===== src/rtl/pio_pkg.sv =====
package pio_pkg;

    localparam int BUS_W  = 32;
    localparam int ADDR_W = 4;

    typedef enum logic [1:0] {
        TRIG_RISE  = 2'd0,
        TRIG_FALL  = 2'd1,
        TRIG_BOTH  = 2'd2,
        TRIG_LEVEL = 2'd3
    } trig_e;

    typedef enum logic [1:0] {
        SEL_DATA = 2'd0,
        SEL_DIR  = 2'd1,
        SEL_MASK = 2'd2,
        SEL_CAP  = 2'd3
    } reg_sel_e;

    typedef enum logic {
        BUS_IDLE = 1'b0,
        BUS_RESP = 1'b1
    } bus_state_e;

endpackage


===== src/rtl/pio_sync.sv =====
module pio_sync #(
    parameter int W      = 32,
    parameter int STAGES = 2
) (
    input  logic         clk,
    input  logic         rst_n,
    input  logic [W-1:0] d,
    output logic [W-1:0] q
);
    logic [STAGES-1:0][W-1:0] chain_q;

    generate
        if (STAGES == 1) begin : g_single
            always_ff @(posedge clk) begin
                if (!rst_n) chain_q <= '0;
                else        chain_q <= d;
            end
        end else begin : g_multi
            always_ff @(posedge clk) begin
                if (!rst_n) chain_q <= '0;
                else        chain_q <= {chain_q[STAGES-2:0], d};
            end
        end
    endgenerate

    assign q = chain_q[STAGES-1];
endmodule


===== src/rtl/pio_edge_cap.sv =====
module pio_edge_cap
    import pio_pkg::*;
#(
    parameter int    W    = 32,
    parameter trig_e TRIG = TRIG_RISE
) (
    input  logic         clk,
    input  logic         rst_n,
    input  logic [W-1:0] lvl,
    input  logic [W-1:0] clr,
    output logic [W-1:0] cap,
    output logic [W-1:0] edge_hit
);
    logic [W-1:0] prev_q;
    logic [W-1:0] rise;
    logic [W-1:0] fall;

    always_ff @(posedge clk) begin
        if (!rst_n) prev_q <= '0;
        else        prev_q <= lvl;
    end

    assign rise = lvl & ~prev_q;
    assign fall = ~lvl & prev_q;

    generate
        if (TRIG == TRIG_RISE) begin : g_rise
            assign edge_hit = rise;
        end else if (TRIG == TRIG_FALL) begin : g_fall
            assign edge_hit = fall;
        end else if (TRIG == TRIG_BOTH) begin : g_both
            assign edge_hit = rise | fall;
        end else begin : g_level
            assign edge_hit = '0;
        end
    endgenerate

    // A new edge takes priority over a clearing write to the same bit
    always_ff @(posedge clk) begin
        if (!rst_n) cap <= '0;
        else        cap <= (cap & ~clr) | edge_hit;
    end

    genvar i;
    generate
        for (i = 0; i < W; i++) begin : g_chk
            p_edge_wins_r9: assert property (@(posedge clk) disable iff (!rst_n)
                edge_hit[i] |=> cap[i]);
            p_w1c_clears_r8: assert property (@(posedge clk) disable iff (!rst_n)
                (clr[i] && !edge_hit[i]) |=> !cap[i]);
            p_zero_keeps_r8: assert property (@(posedge clk) disable iff (!rst_n)
                (!clr[i] && cap[i]) |=> cap[i]);
        end
    endgenerate
endmodule


===== src/rtl/pio_regs.sv =====
module pio_regs
    import pio_pkg::*;
#(
    parameter int NPINS = 32
) (
    input  logic              clk,
    input  logic              rst_n,
    input  logic [ADDR_W-1:0] bus_addr,
    input  logic              bus_wr,
    input  logic              bus_rd,
    input  logic [BUS_W-1:0]  bus_wdata,
    input  logic [NPINS-1:0]  pin_lvl,
    input  logic [NPINS-1:0]  cap,
    output logic [BUS_W-1:0]  bus_rdata,
    output logic              bus_rvalid,
    output logic [NPINS-1:0]  data_q,
    output logic [NPINS-1:0]  dir_q,
    output logic [NPINS-1:0]  mask_q,
    output logic [NPINS-1:0]  cap_clr
);
    bus_state_e   state_q, state_d;
    reg_sel_e     sel;
    logic         word_ok;
    logic         wr_hit;
    logic [BUS_W-1:0] rd_mux;
    logic [BUS_W-1:0] rdata_q;

    assign word_ok = (bus_addr[1:0] == 2'b00);
    assign sel     = reg_sel_e'(bus_addr[3:2]);
    assign wr_hit  = bus_wr && word_ok;

    // State register
    always_ff @(posedge clk) begin
        if (!rst_n) state_q <= BUS_IDLE;
        else        state_q <= state_d;
    end

    // Next-state logic
    always_comb begin
        state_d = state_q;
        unique case (state_q)
            BUS_IDLE: state_d = bus_rd ? BUS_RESP : BUS_IDLE;
            BUS_RESP: state_d = bus_rd ? BUS_RESP : BUS_IDLE;
            default:  state_d = BUS_IDLE;
        endcase
    end

    // Read multiplexer, zero-extended to bus width
    always_comb begin
        rd_mux = '0;
        if (word_ok) begin
            unique case (sel)
                SEL_DATA: rd_mux[NPINS-1:0] = pin_lvl;
                SEL_DIR:  rd_mux[NPINS-1:0] = dir_q;
                SEL_MASK: rd_mux[NPINS-1:0] = mask_q;
                SEL_CAP:  rd_mux[NPINS-1:0] = cap;
                default:  rd_mux = '0;
            endcase
        end
    end

    always_ff @(posedge clk) begin
        if (!rst_n)      rdata_q <= '0;
        else if (bus_rd) rdata_q <= rd_mux;
    end

    // Register writes
    always_ff @(posedge clk) begin
        if (!rst_n) begin
            data_q <= '0;
            dir_q  <= '0;
            mask_q <= '0;
        end else if (wr_hit) begin
            unique case (sel)
                SEL_DATA: data_q <= bus_wdata[NPINS-1:0];
                SEL_DIR:  dir_q  <= bus_wdata[NPINS-1:0];
                SEL_MASK: mask_q <= bus_wdata[NPINS-1:0];
                default:  ;
            endcase
        end
    end

    // Output process
    always_comb begin
        bus_rvalid = 1'b0;
        bus_rdata  = '0;
        unique case (state_q)
            BUS_IDLE: begin
                bus_rvalid = 1'b0;
                bus_rdata  = '0;
            end
            BUS_RESP: begin
                bus_rvalid = 1'b1;
                bus_rdata  = rdata_q;
            end
            default: ;
        endcase
        cap_clr = (wr_hit && sel == SEL_CAP) ? bus_wdata[NPINS-1:0] : '0;
    end

    p_rvalid_follows_rd_r13: assert property (@(posedge clk) disable iff (!rst_n)
        bus_rd |=> bus_rvalid);
    p_no_stray_valid_r13: assert property (@(posedge clk) disable iff (!rst_n)
        !bus_rd |=> !bus_rvalid);
    p_reserved_read_zero_r12: assert property (@(posedge clk) disable iff (!rst_n)
        (bus_rd && bus_addr[1:0] != 2'b00) |=> (bus_rdata == '0));
    p_reserved_write_ignored_r12: assert property (@(posedge clk) disable iff (!rst_n)
        (bus_wr && bus_addr[1:0] != 2'b00) |=>
            ($stable(data_q) && $stable(dir_q) && $stable(mask_q)));
endmodule


===== src/rtl/pio_port.sv =====
module pio_port
    import pio_pkg::*;
#(
    parameter int    NPINS = 32,
    parameter trig_e TRIG  = TRIG_RISE
) (
    input  logic              clk,
    input  logic              rst_n,
    input  logic [3:0]        bus_addr,
    input  logic              bus_wr,
    input  logic              bus_rd,
    input  logic [31:0]       bus_wdata,
    output logic [31:0]       bus_rdata,
    output logic              bus_rvalid,
    input  logic [NPINS-1:0]  pin_in,
    output logic [NPINS-1:0]  pin_out,
    output logic [NPINS-1:0]  pin_oe,
    output logic              irq
);
    localparam int SYNC_STAGES = 2;

    logic [NPINS-1:0] lvl;
    logic [NPINS-1:0] cap;
    logic [NPINS-1:0] edge_hit;
    logic [NPINS-1:0] cap_clr;
    logic [NPINS-1:0] data_q;
    logic [NPINS-1:0] dir_q;
    logic [NPINS-1:0] mask_q;

    pio_sync #(.W(NPINS), .STAGES(SYNC_STAGES)) u_sync (
        .clk   (clk),
        .rst_n (rst_n),
        .d     (pin_in),
        .q     (lvl)
    );

    pio_edge_cap #(.W(NPINS), .TRIG(TRIG)) u_cap (
        .clk      (clk),
        .rst_n    (rst_n),
        .lvl      (lvl),
        .clr      (cap_clr),
        .cap      (cap),
        .edge_hit (edge_hit)
    );

    pio_regs #(.NPINS(NPINS)) u_regs (
        .clk        (clk),
        .rst_n      (rst_n),
        .bus_addr   (bus_addr),
        .bus_wr     (bus_wr),
        .bus_rd     (bus_rd),
        .bus_wdata  (bus_wdata),
        .pin_lvl    (lvl),
        .cap        (cap),
        .bus_rdata  (bus_rdata),
        .bus_rvalid (bus_rvalid),
        .data_q     (data_q),
        .dir_q      (dir_q),
        .mask_q     (mask_q),
        .cap_clr    (cap_clr)
    );

    assign pin_out = data_q;
    assign pin_oe  = dir_q;

    generate
        if (TRIG == TRIG_LEVEL) begin : g_irq_level
            assign irq = |(lvl & mask_q);
        end else begin : g_irq_edge
            assign irq = |(cap & mask_q);
        end
    endgenerate

    p_dir_write_r2: assert property (@(posedge clk) disable iff (!rst_n)
        (bus_wr && bus_addr == 4'h4) |=> (pin_oe == $past(bus_wdata[NPINS-1:0])));
    p_masked_quiet_r10: assert property (@(posedge clk) disable iff (!rst_n)
        (mask_q == '0) |-> !irq);
    p_data_write_r3: assert property (@(posedge clk) disable iff (!rst_n)
        (bus_wr && bus_addr == 4'h0) |=> (pin_out == $past(bus_wdata[NPINS-1:0])));
endmodule


===== config.mk =====
export PLATFORM = sky130hd
export DESIGN_NAME = pio_port
export DESIGN_NICKNAME = d
export VERILOG_FILES = /design/src/rtl/pio_pkg.sv /design/src/rtl/pio_sync.sv /design/src/rtl/pio_edge_cap.sv /design/src/rtl/pio_regs.sv /design/src/rtl/pio_port.sv
export SDC_FILE = /design/constraint.sdc
export NUM_CORES = 1
export LEC_CHECK = 0
export BUFFER_PORTS_ARGS = -buffer_cell sky130_fd_sc_hd__buf_2
export CAP_MARGIN = 20
export CELL_PAD_IN_SITES_DETAIL_PLACEMENT = 1
export CELL_PAD_IN_SITES_GLOBAL_PLACEMENT = 1
export CORE_MARGIN = 8
export CORE_UTILIZATION = 43
export CTS_CLUSTER_SIZE = 16
export DETAILED_ROUTE_END_ITERATION = 12
export GPL_TIMING_DRIVEN = 0
export PLACE_DENSITY_LB_ADDON = 0.1
export SLEW_MARGIN = 20
export SYNTH_ARGS = -nofsm -noshare
export SYNTH_HDL_FRONTEND = slang
export SYNTH_SLANG_ARGS = --single-unit

===== constraint.sdc =====
create_clock -name clk -period 1.7 [get_ports clk]
set_clock_uncertainty 0.15 [all_clocks]
set_input_delay 0.34 -clock clk [delete_from_list [all_inputs] [get_ports clk]]
set_output_delay 0.34 -clock clk [all_outputs]
set_load 0.05 [all_outputs]

==> metrics, run 1 <==
status finished, violations left; violated checks setup timing; synth warn 0; RSZ-0062 raised after global routing true; total clock sinks 257; Worst Path Required 1.21 ns; fin crit share 1.49; Routed wire per std cell 23.5 um; r2r startpoint u_regs.mask_q[15]; Sum Neg Setup Slack -9.07 ns; final core utilization 0.595; gr usage total 0.247; dominant cell type by area after synthesis dfxtp_1; later-pin clock latency in the skew report 0.53 ns; register bit count reported by yosys 257; Syn Area/Cell 10.7 um2; register share of total power 0.462; Hold Crit Class primary input to register; combinational power share 0.075; Int Power 10.5 mW; crit path from u_regs.mask_q[5]; Seq/Total Area, Yosys 0.536; Placed Cells incl. Taps 1,341; Max Cap Viol 0; fmax 0.396 GHz; Synth area leaders dfxtp_1 (54%), mux2i_1 (10%), mux4_2 (7.5%); LEAKAGE 5.87 nW; Startpoint Class register; Crit. End Element primary output; worst r2r path cells 3; first-pass GRT wire length 50.9 mm; num ports 170; initial antenna violation count 0; fin. max-slew vios 0; critical path class register to primary output; critical-path maximum fanout 3; post-route ant nets 0; fraction of power spent switching nets 0.231; Peak VDD IR 0.000658 V; DPL Wire Length 22.9 mm; Final GP Congestion 0.802; Port Buf Inserts 166; Core ar. 21,900 um2; die height 165 um; post-synth cell types 25; R2R Setup Slk 0.36 ns; drt total wl 34.2 mm; Critical Path AT 2.04 ns; CTS clk-pin slew, worst paths 0.06 ns; layout cells sized above 1 0.288; P_sw 3.16 mW; power density cells 1050 nW/um2; Initial Util 0.438; die span in x 165 um; via count of the first global-routing pass 8,479; Num CTS Buffers 27; worst hold endpoint u_cap.cap[19]; TritonCTS clock tree built; Clock Tree Buf Depth 3; non-filler cells, final 1,454; Total Power 13.7 mW; Final WS setup -0.827 ns; die area 27,400 um2; cell area after synthesis 9600 um2; DRC viols 0; drt first pass iters 5; syn nets 967; share of the synthesized area in the top cell type 0.536; transition time of the tightest slew-check pin 0.766 ns; Starting DRT DRC Count 450; CTS H-Tree Depth 1; Cell Rows 54; grt ovf 0; nets 1,227; area delta synth->final 35.7%; setup violators final 34; final-report hold violation count 0; Final min period 2.53 ns; Max-slew headroom 0.490; Syn Inst Count 895; worst r2r dst u_regs.rdata_q[15]; hold_sp bus_wdata[19]; Clk pwr share 0.463; clock root buffer clkbuf_16; antenna cell count 0; largest net degree at the start of global routing 14; Via density 5.32; hold slack final 0.0154 ns; detailed-route via count 7,739; Cells on Worst Hold Path 3
how the worst max path moves through the flow:
stage / end / slack [ns] / cells past startpoint
4_1_cts: irq / -0.78 / 4
5_1_grt: irq / -0.85 / 4
3_5_place_dp: irq / -0.37 / 4
6_report: irq / -0.83 / 4
3_3_place_gp: irq / -0.37 / 4
2_1_floorplan: irq / -0.001 / 3
stage by stage:
stage	cell area [um2]	setup slack, ns
4_1_cts	12800	-0.780
5_1_grt	13000	-0.851
2_1_floorplan	9600	-0.00102
3_5_place_dp	10800	-0.369
3_3_place_gp	10800	-0.372
6_report	13000	-0.827
flip-flops by register name (all words and copies together), names as in the netlist:
register	cells
u_regs.state_q	1
u_cap.prev_q	32
u_regs.mask_q	32
u_regs.rdata_q	32
u_regs.data_q	32
u_regs.dir_q	32
u_sync.chain_q	32
u_sync.q	32
u_cap.cap	32
per-layer routing:
| layer | part of all wire | track usage | wire length [um] |
|---|---|---|---|
| met1 | 0.43 | 0.314 | 14800 |
| met2 | 0.49 | 0.430 | 16900 |
| met3 | 0.052 | 0.0372 | 1790 |
| met4 | 0.022 | 0.0645 | 766 |
| met5 | 0 | 0 | 0 |
placed cells by master, fill, tap and decap left out, types with 40 or more instances in the layout:
master,Yosys,final
and2_1,98,66
dfxtp_1,257,250
buf_2,20,128
dlygate4sd3_1,0,56
mux2i_1,96,96
buf_8,3,40
nand2_1,192,192
what timing repair did:
action                                 CTS  global route
pin swaps                               19            17
gates cloned                             2             1
setup endpoints to repair               41            75
resized for setup                      144            55
endpoints found under the hold margin   96             0
hold buffers                            56             0
setup buffers                            4             3
cell families after synthesis:
family,Yosys count,synth area share
and+or+nand+nor,333,0.173
DFF,257,0.536
muxes,128,0.175
buffers and inverters,97,0.0535
AOI/OAI and AO/OA,80,0.0626
critical path, stage by stage, from the launching register on:
cell     delay [ns]
dfxtp_1        0.39
a22oi_2        0.23
nand4_1        0.15
or4_4          0.57
buf_8          0.17
final cells by class:
class	instances	area, um2
Multi-Input combinational cell	541	4060
Fill cell	2341	8870
Buffer	64	435
Tap cell	280	350
Inverter	32	120
Timing Repair Buffer	232	1950
Clock inverter	11	183
Sequential cell	257	5160
Clock buffer	37	763
power groups by stage:
stage	Combinational (mW)	Clock [mW]	Sequential (mW)
4_1_cts	0.990	6.39	6.31
5_1_grt	1.09	6.63	6.33
3_3_place_gp	0.824	0	6.44
6_report	1.02	6.33	6.32
3_5_place_dp	0.835	0	6.44
2_1_floorplan	0.443	0	6.46
cell usage after synthesis:
cell type  number
a22o_1         32
buf_2          20
clkbuf_1       30
nand4_1         4
and3_1         32
inv_1          32
nor4bb_4        1
nor2b_1         1
o22ai_1        32
and4bb_4        1
nand4b_4        1
nor2_1          1
a22oi_1        16
nor2b_4         1
or4_1           1
mux4_2         32
buf_8           3
buf_1           2
mux2i_1        96
and2_1         98
buf_12          3
dfxtp_1       257
nand2_1       192
buf_4           3
buf_6           4
Note: power is estimated with default switching activity, not from simulation.
==> run 2, diff against run 1 <==
- CTS_CLUSTER_SIZE: 16 -> 25
- SKIP_LAST_GASP: not set -> 1
==> metrics, run 2 (same netlist as run 1, synthesis figures left out) <==
drt first pass iters 5 (unchanged); power density cells 1050 nW/um2 (+0.12%); Sum Neg Setup Slack -8.55 ns (+0.519 ns); Critical Path AT 2.00 ns (-0.04 ns); Placed Instance Area 10,800 um2 (unchanged); detailed-route via count 7,783 (+0.57%); num ports 170 (unchanged); critical path class register to primary output; Worst Path Required 1.21 ns (about the same); die span in x 165 um (unchanged); worst r2r path cells 3 (unchanged); die area 27,400 um2 (unchanged); Max-slew headroom 0.474 (-0.0160); fin. max-slew vios 0 (unchanged); Final GP Congestion 0.802 (unchanged); Total Power 13.6 mW (-0.24%); combinational power share 0.074 (about the same); setup violators final 34 (unchanged); Max Cap Viol 0 (unchanged); antenna cell count 0 (unchanged); die height 165 um (unchanged); Filler cells 2,346 (+0.21%); drt total wl 34.0 mm (-0.45%); TritonCTS clock tree built; total clock sinks 257 (unchanged); clock root buffer clkbuf_16; Cell Rows 54 (unchanged); grt ovf 0 (unchanged); area delta synth->final 35.2%; post-route design area 13,000 um2 (-0.36%); Clock Tree Buf Depth 3 (unchanged); first-pass GRT wire length 50.8 mm (-0.12%); violated checks setup timing; Num CTS Buffers 27 (unchanged); Cells on Worst Hold Path 3 (unchanged); via count of the first global-routing pass 8,471 (-0.094%); Starting DRT DRC Count 368 (-18%); Crit. End Element primary output; Clk pwr share 0.463 (about the same); Routed wire per std cell 23.4 um (-0.45%); LEAKAGE 5.86 nW (-0.25%); largest net degree at the start of global routing 14 (unchanged); transition time of the tightest slew-check pin 0.790 ns (+0.0240 ns); gr usage total 0.247 (-0.000436); DPL Wire Length 22.9 mm (unchanged); fmax 0.401 GHz (+1.4%); DRC viols 0 (unchanged); Core ar. 21,900 um2 (unchanged); Final WS setup -0.794 ns (+0.0339 ns); status finished, violations left; Port Buf Inserts 166 (unchanged); critical-path maximum fanout 3 (unchanged); layout cells sized above 1 0.288 (unchanged); Peak VDD IR 0.000657 V (about the same); most frequent cells in the layout dfxtp_1 (250), nand2_1 (192), buf_2 (128); fraction of power spent switching nets 0.230 (-0.00117); Int Power 10.5 mW (about the same); CTS clk-pin slew, worst paths 0.06 ns (about the same); P_sw 3.13 mW (-0.75%); nets 1,227 (unchanged); Via density 5.35 (+0.57%); later-pin clock latency in the skew report 0.53 ns (about the same); fin crit share 1.47 (-0.0199); RSZ-0062 raised after global routing true; Final min period 2.49 ns (-0.0339 ns); final-report hold violation count 0 (unchanged); post-route ant nets 0 (unchanged); Initial Util 0.438 (unchanged); initial antenna violation count 0 (unchanged); final core utilization 0.593 (-0.00211); Hold Crit Class primary input to register; register share of total power 0.463 (about the same); most common cell after layout, fill and taps aside dfxtp_1; CTS H-Tree Depth 1 (unchanged); Startpoint Class register
run 2: changes by cell type in the layout (fill, tap and decap cells not counted):
cell       change
clkbuf_16      -1
buf_12         -2
buf_4          +2
buf_6          +3
buf_8          -2
run 2: area by class of cell:
| cell class | instances | area, um2 | share of cell area |
|---|---|---|---|
| timing repair buffer | 232 | 1910 | 0.147 |
| clock buffer | 37 | 763 | 0.0588 |
| buffer | 64 | 432 | 0.0333 |
| clock inverter | 11 | 183 | 0.0141 |
| inverter | 32 | 120 | 0.00926 |
| tap | 280 | 350 | 0.0270 |
| multi-input combinational | 541 | 4060 | 0.313 |
| sequential | 257 | 5160 | 0.397 |
run 2: metal layers:
metal	vias up	track usage	wire, um
met1	3916	0.312	14300
met2	244	0.431	16900
met3	57	0.0382	2060
li1	3566	-	-
met4	0	0.0641	742
met5	-	0	0
run 2: power groups by stage:
stage / Clock [mW] / Combinational [mW] / Sequential (mW)
after global placement: 0 / 0.824 / 6.44
after floorplan: 0 / 0.443 / 6.46
after global routing: 6.63 / 1.08 / 6.33
after detailed placement: 0 / 0.835 / 6.44
after CTS: 6.39 / 0.986 / 6.31
final: 6.31 / 1.01 / 6.32
run 2: critical path, stage by stage, from the launching register on:
cell	delay [ns]
dfxtp_1	0.38
a22oi_1	0.20
nand4_1	0.15
or4_4	0.57
buf_8	0.17
run 2: path summary, 6_finish.rpt:
check | from | end | slack (ns)
max reg2reg | u_regs.mask_q[15] | u_regs.rdata_q[15] | 0.35
min reg2reg | u_cap.prev_q[20] | u_cap.cap[20] | 0.27
max | u_regs.mask_q[7] | irq | -0.79
min | bus_wdata[19] | u_regs.dir_q[19] | 0.01
run 2: repair_timing:
action                                 in CTS  in global routing
endpoints found under the hold margin      96                  0
setup endpoints to repair                  41                 75
gates cloned                                2                  1
gates resized for setup                   131                 65
setup buffers                               4                  3
hold buffers                               56                  0
pin swaps                                  19                 14
run 2: per-stage QoR:
| step | hold WS, ns | setup slack [ns] | instances |
|---|---|---|---|
| floorplan | 0.256 | -0.00102 | 895 |
| global placement | 0.259 | -0.372 | 1341 |
| detailed placement | 0.268 | -0.369 | 1341 |
| CTS | 0.000812 | -0.780 | 1451 |
| global route | 0.0237 | -0.844 | 1454 |
| finish | 0.0112 | -0.794 | 1454 |
==> run 3, diff against run 2 <==
- ABC_AREA: not set -> 1
- CORE_UTILIZATION: 43 -> 36
- SLEW_MARGIN: 20 -> not set
==> metrics, run 3 <==
status finished, violations left; violated checks setup timing; CP top delay family simple AND/OR/NAND/NOR gates; Seq/Total Area, Yosys 0.524 (-0.0120); first-pass GRT wire length 57.4 mm (+13%); drt total wl 37.5 mm (+10%); num ports 170 (unchanged); Final WS setup -0.395 ns (+0.398 ns); Worst Path Required 1.21 ns (about the same); crit path cell chain nand2_1 > nand2_1 > nor2_4 > nand2_2 > nor2_2 > nand2_2 > buf_8; die height 181 um (+9.5%); drt first pass iters 5 (unchanged); most common cell after layout, fill and taps aside nor2_1; critical-path maximum fanout 3 (unchanged); setup violators final 34 (unchanged); syn nets 1,419 (+47%); fin. max-slew vios 0 (unchanged); CTS clk-pin slew, worst paths 0.06 ns (about the same); gr usage total 0.220 (-0.0266); Primary FF master, synth dfxtp_1; layout cells sized above 1 0.245 (-0.0426); critical path class register to primary output; WP buf/inv 1 (unchanged); transition time of the tightest slew-check pin 0.761 ns (-0.0289 ns); synth cell count leaders nand2_1 (291), nor2_1 (265), dfxtp_1 (257); initial antenna violation count 1 (+1); total clock sinks 257 (unchanged); TritonCTS clock tree built; Sum Neg Setup Slack -9.13 ns (-0.572 ns); Max stage delay cell, worst path dfxtp_1; cell area after synthesis 9810 um2 (+2.3%); power density cells 1040 nW/um2 (-1.5%); dominant cell type by area after synthesis dfxtp_1; fmax 0.477 GHz (+19%); clock root buffer clkbuf_16; Max-slew headroom 0.493 (+0.0193); Total Power 14.2 mW (+4.2%); DPL Wire Length 25.8 mm (+13%); fin crit share 1.23 (-0.234); Peak VDD IR 0.000688 V (+4.6%); synth warn 0 (unchanged); area delta synth->final 39.8%; final-report hold violation count 0 (unchanged); Routed wire per std cell 18.8 um (-20%); final core utilization 0.511 (-0.0820); DRC viols 0 (unchanged); ys async rst share 0 (unchanged); detailed-route via count 9,884 (+27%); share of the synthesized area in the top cell type 0.524 (-0.0120); Cell Rows 60 (+11%); Critical Path AT 1.61 ns (-0.39 ns); Via density 4.95 (-7.5%); Crit. End Element primary output; Clock Tree Buf Depth 3 (unchanged); most frequent cell after synthesis nand2_1; Max Cap Viol 0 (unchanged); critical path depth in cells 7 (+3); RSZ-0062 raised after global routing true; LEAKAGE 7.19 nW (+23%); Starting DRT DRC Count 618 (+68%); post-route ant nets 0 (unchanged); post-synth cell types 17 (-32%); Hold Crit Class primary input to register; worst r2r path cells 4 (+1); die area 32,800 um2 (+20%); number of enable flip-flop cells after synthesis 0 (unchanged); Startpoint Class register; Num CTS Buffers 28 (+3.7%); register bit count reported by yosys 257 (unchanged); crit-path max cell delay 0.33 ns (-0.24 ns); Initial Util 0.365 (-0.0732); Cells on Worst Hold Path 4 (+1); CTS H-Tree Depth 1 (unchanged); largest net degree at the start of global routing 15 (+1); Port Buf Inserts 168 (+1.2%); grt ovf 0 (unchanged); Syn Area/Cell 7.29 um2 (-32%); later-pin clock latency in the skew report 0.54 ns (about the same); Syn Inst Count 1,347 (+51%); most frequent cells in the layout nor2_1 (260), nand2_1 (254), dfxtp_1 (232); Core ar. 26,900 um2 (+23%); via count of the first global-routing pass 10,200 (+21%); Filler cells 3,320 (+42%); nets 1,705 (+39%); Final min period 2.10 ns (-0.398 ns); die span in x 181 um (+9.5%); Synth area leaders dfxtp_1 (52%), nand2_1 (11%), nor2_1 (10%); Final GP Congestion 0.860 (+7.3%)
[run 3: cell count changes after synthesis, moves of 96 or more]
cell	change
nand3_1	+117
and2_1	-98
o21ai_0	+109
inv_1	+99
mux2i_1	-96
nand2_1	+99
nor2_1	+264
[run 3: stage by stage]
stage | std cells | area (um2) | hold WS [ns] | setup WS, ns
2_1_floorplan | 1347 | 9820 | 0.236 | 0.0135
3_3_place_gp | 1856 | 11100 | 0.242 | -0.275
3_5_place_dp | 1856 | 11100 | 0.249 | -0.314
4_1_cts | 1987 | 13300 | 0.0841 | -0.389
5_1_grt | 1997 | 13700 | 0.154 | -0.453
6_report | 1997 | 13700 | 0.100 | -0.395
[run 3: timing repair]
action	CTS	global route
buffers inserted	13	9
hold buffers	65	0
endpoints found under the hold margin	130	0
gates resized for setup	166	125
endpoints found under the setup margin	53	46
gates cloned	1	2
pin swaps	21	26
[run 3: power by group]
part	leakage [nW]	internal (mW)	total, mW	switching [mW]
Sequential	2.11	6.23	6.35	0.125
Clock	0.488	4.01	6.57	2.57
Combinational	4.60	0.469	1.29	0.819
[run 3: routing by layer]
metal	share of wire	wire, um	up-vias	track usage
met4	0.030	1120	0	0.0692
met2	0.49	18400	254	0.378
met3	0.049	1830	66	0.0361
met1	0.43	16200	4799	0.277
met5	0	0	-	0
li1	-	-	4765	-
[run 3: path summary, 6_finish.rpt]
check,startpoint,endpoint,slack (ns)
hold reg to reg,u_cap.prev_q[27],u_cap.cap[27],0.25
hold / removal,bus_rd,u_regs.rdata_q[0],0.10
setup reg to reg,u_regs.dir_q[13],u_regs.rdata_q[13],0.60
setup / recovery,u_regs.mask_q[21],irq,-0.40
[run 3: cell type report]
| cell class | instances | area, um2 | area share |
|---|---|---|---|
| Inverter | 137 | 527 | 0.0384 |
| Buffer | 80 | 449 | 0.0327 |
| Sequential cell | 257 | 5180 | 0.377 |
| Multi-Input combinational cell | 873 | 4000 | 0.291 |
| Clock inverter | 18 | 233 | 0.0170 |
| Clock buffer | 34 | 774 | 0.0564 |
| Tap cell | 341 | 427 | 0.0311 |
| Antenna cell | 1 | 2.50 | 0.000182 |
| Timing Repair Buffer | 256 | 2140 | 0.156 |
[run 3: cell families after synthesis]
| logic type | share of synthesized area |
|---|---|
| flops | 0.524 |
| compound gates | 0.106 |
| buf+inv | 0.0922 |
| simple gates | 0.278 |
[run 3: worst reg2reg max path, cell delays in order (launching register included)]
cell and delay, ns:
dfxtp_1 0.33, o21bai_1 0.22, nand3_1 0.13, nand2_1 0.09
a21oi_1 0.05
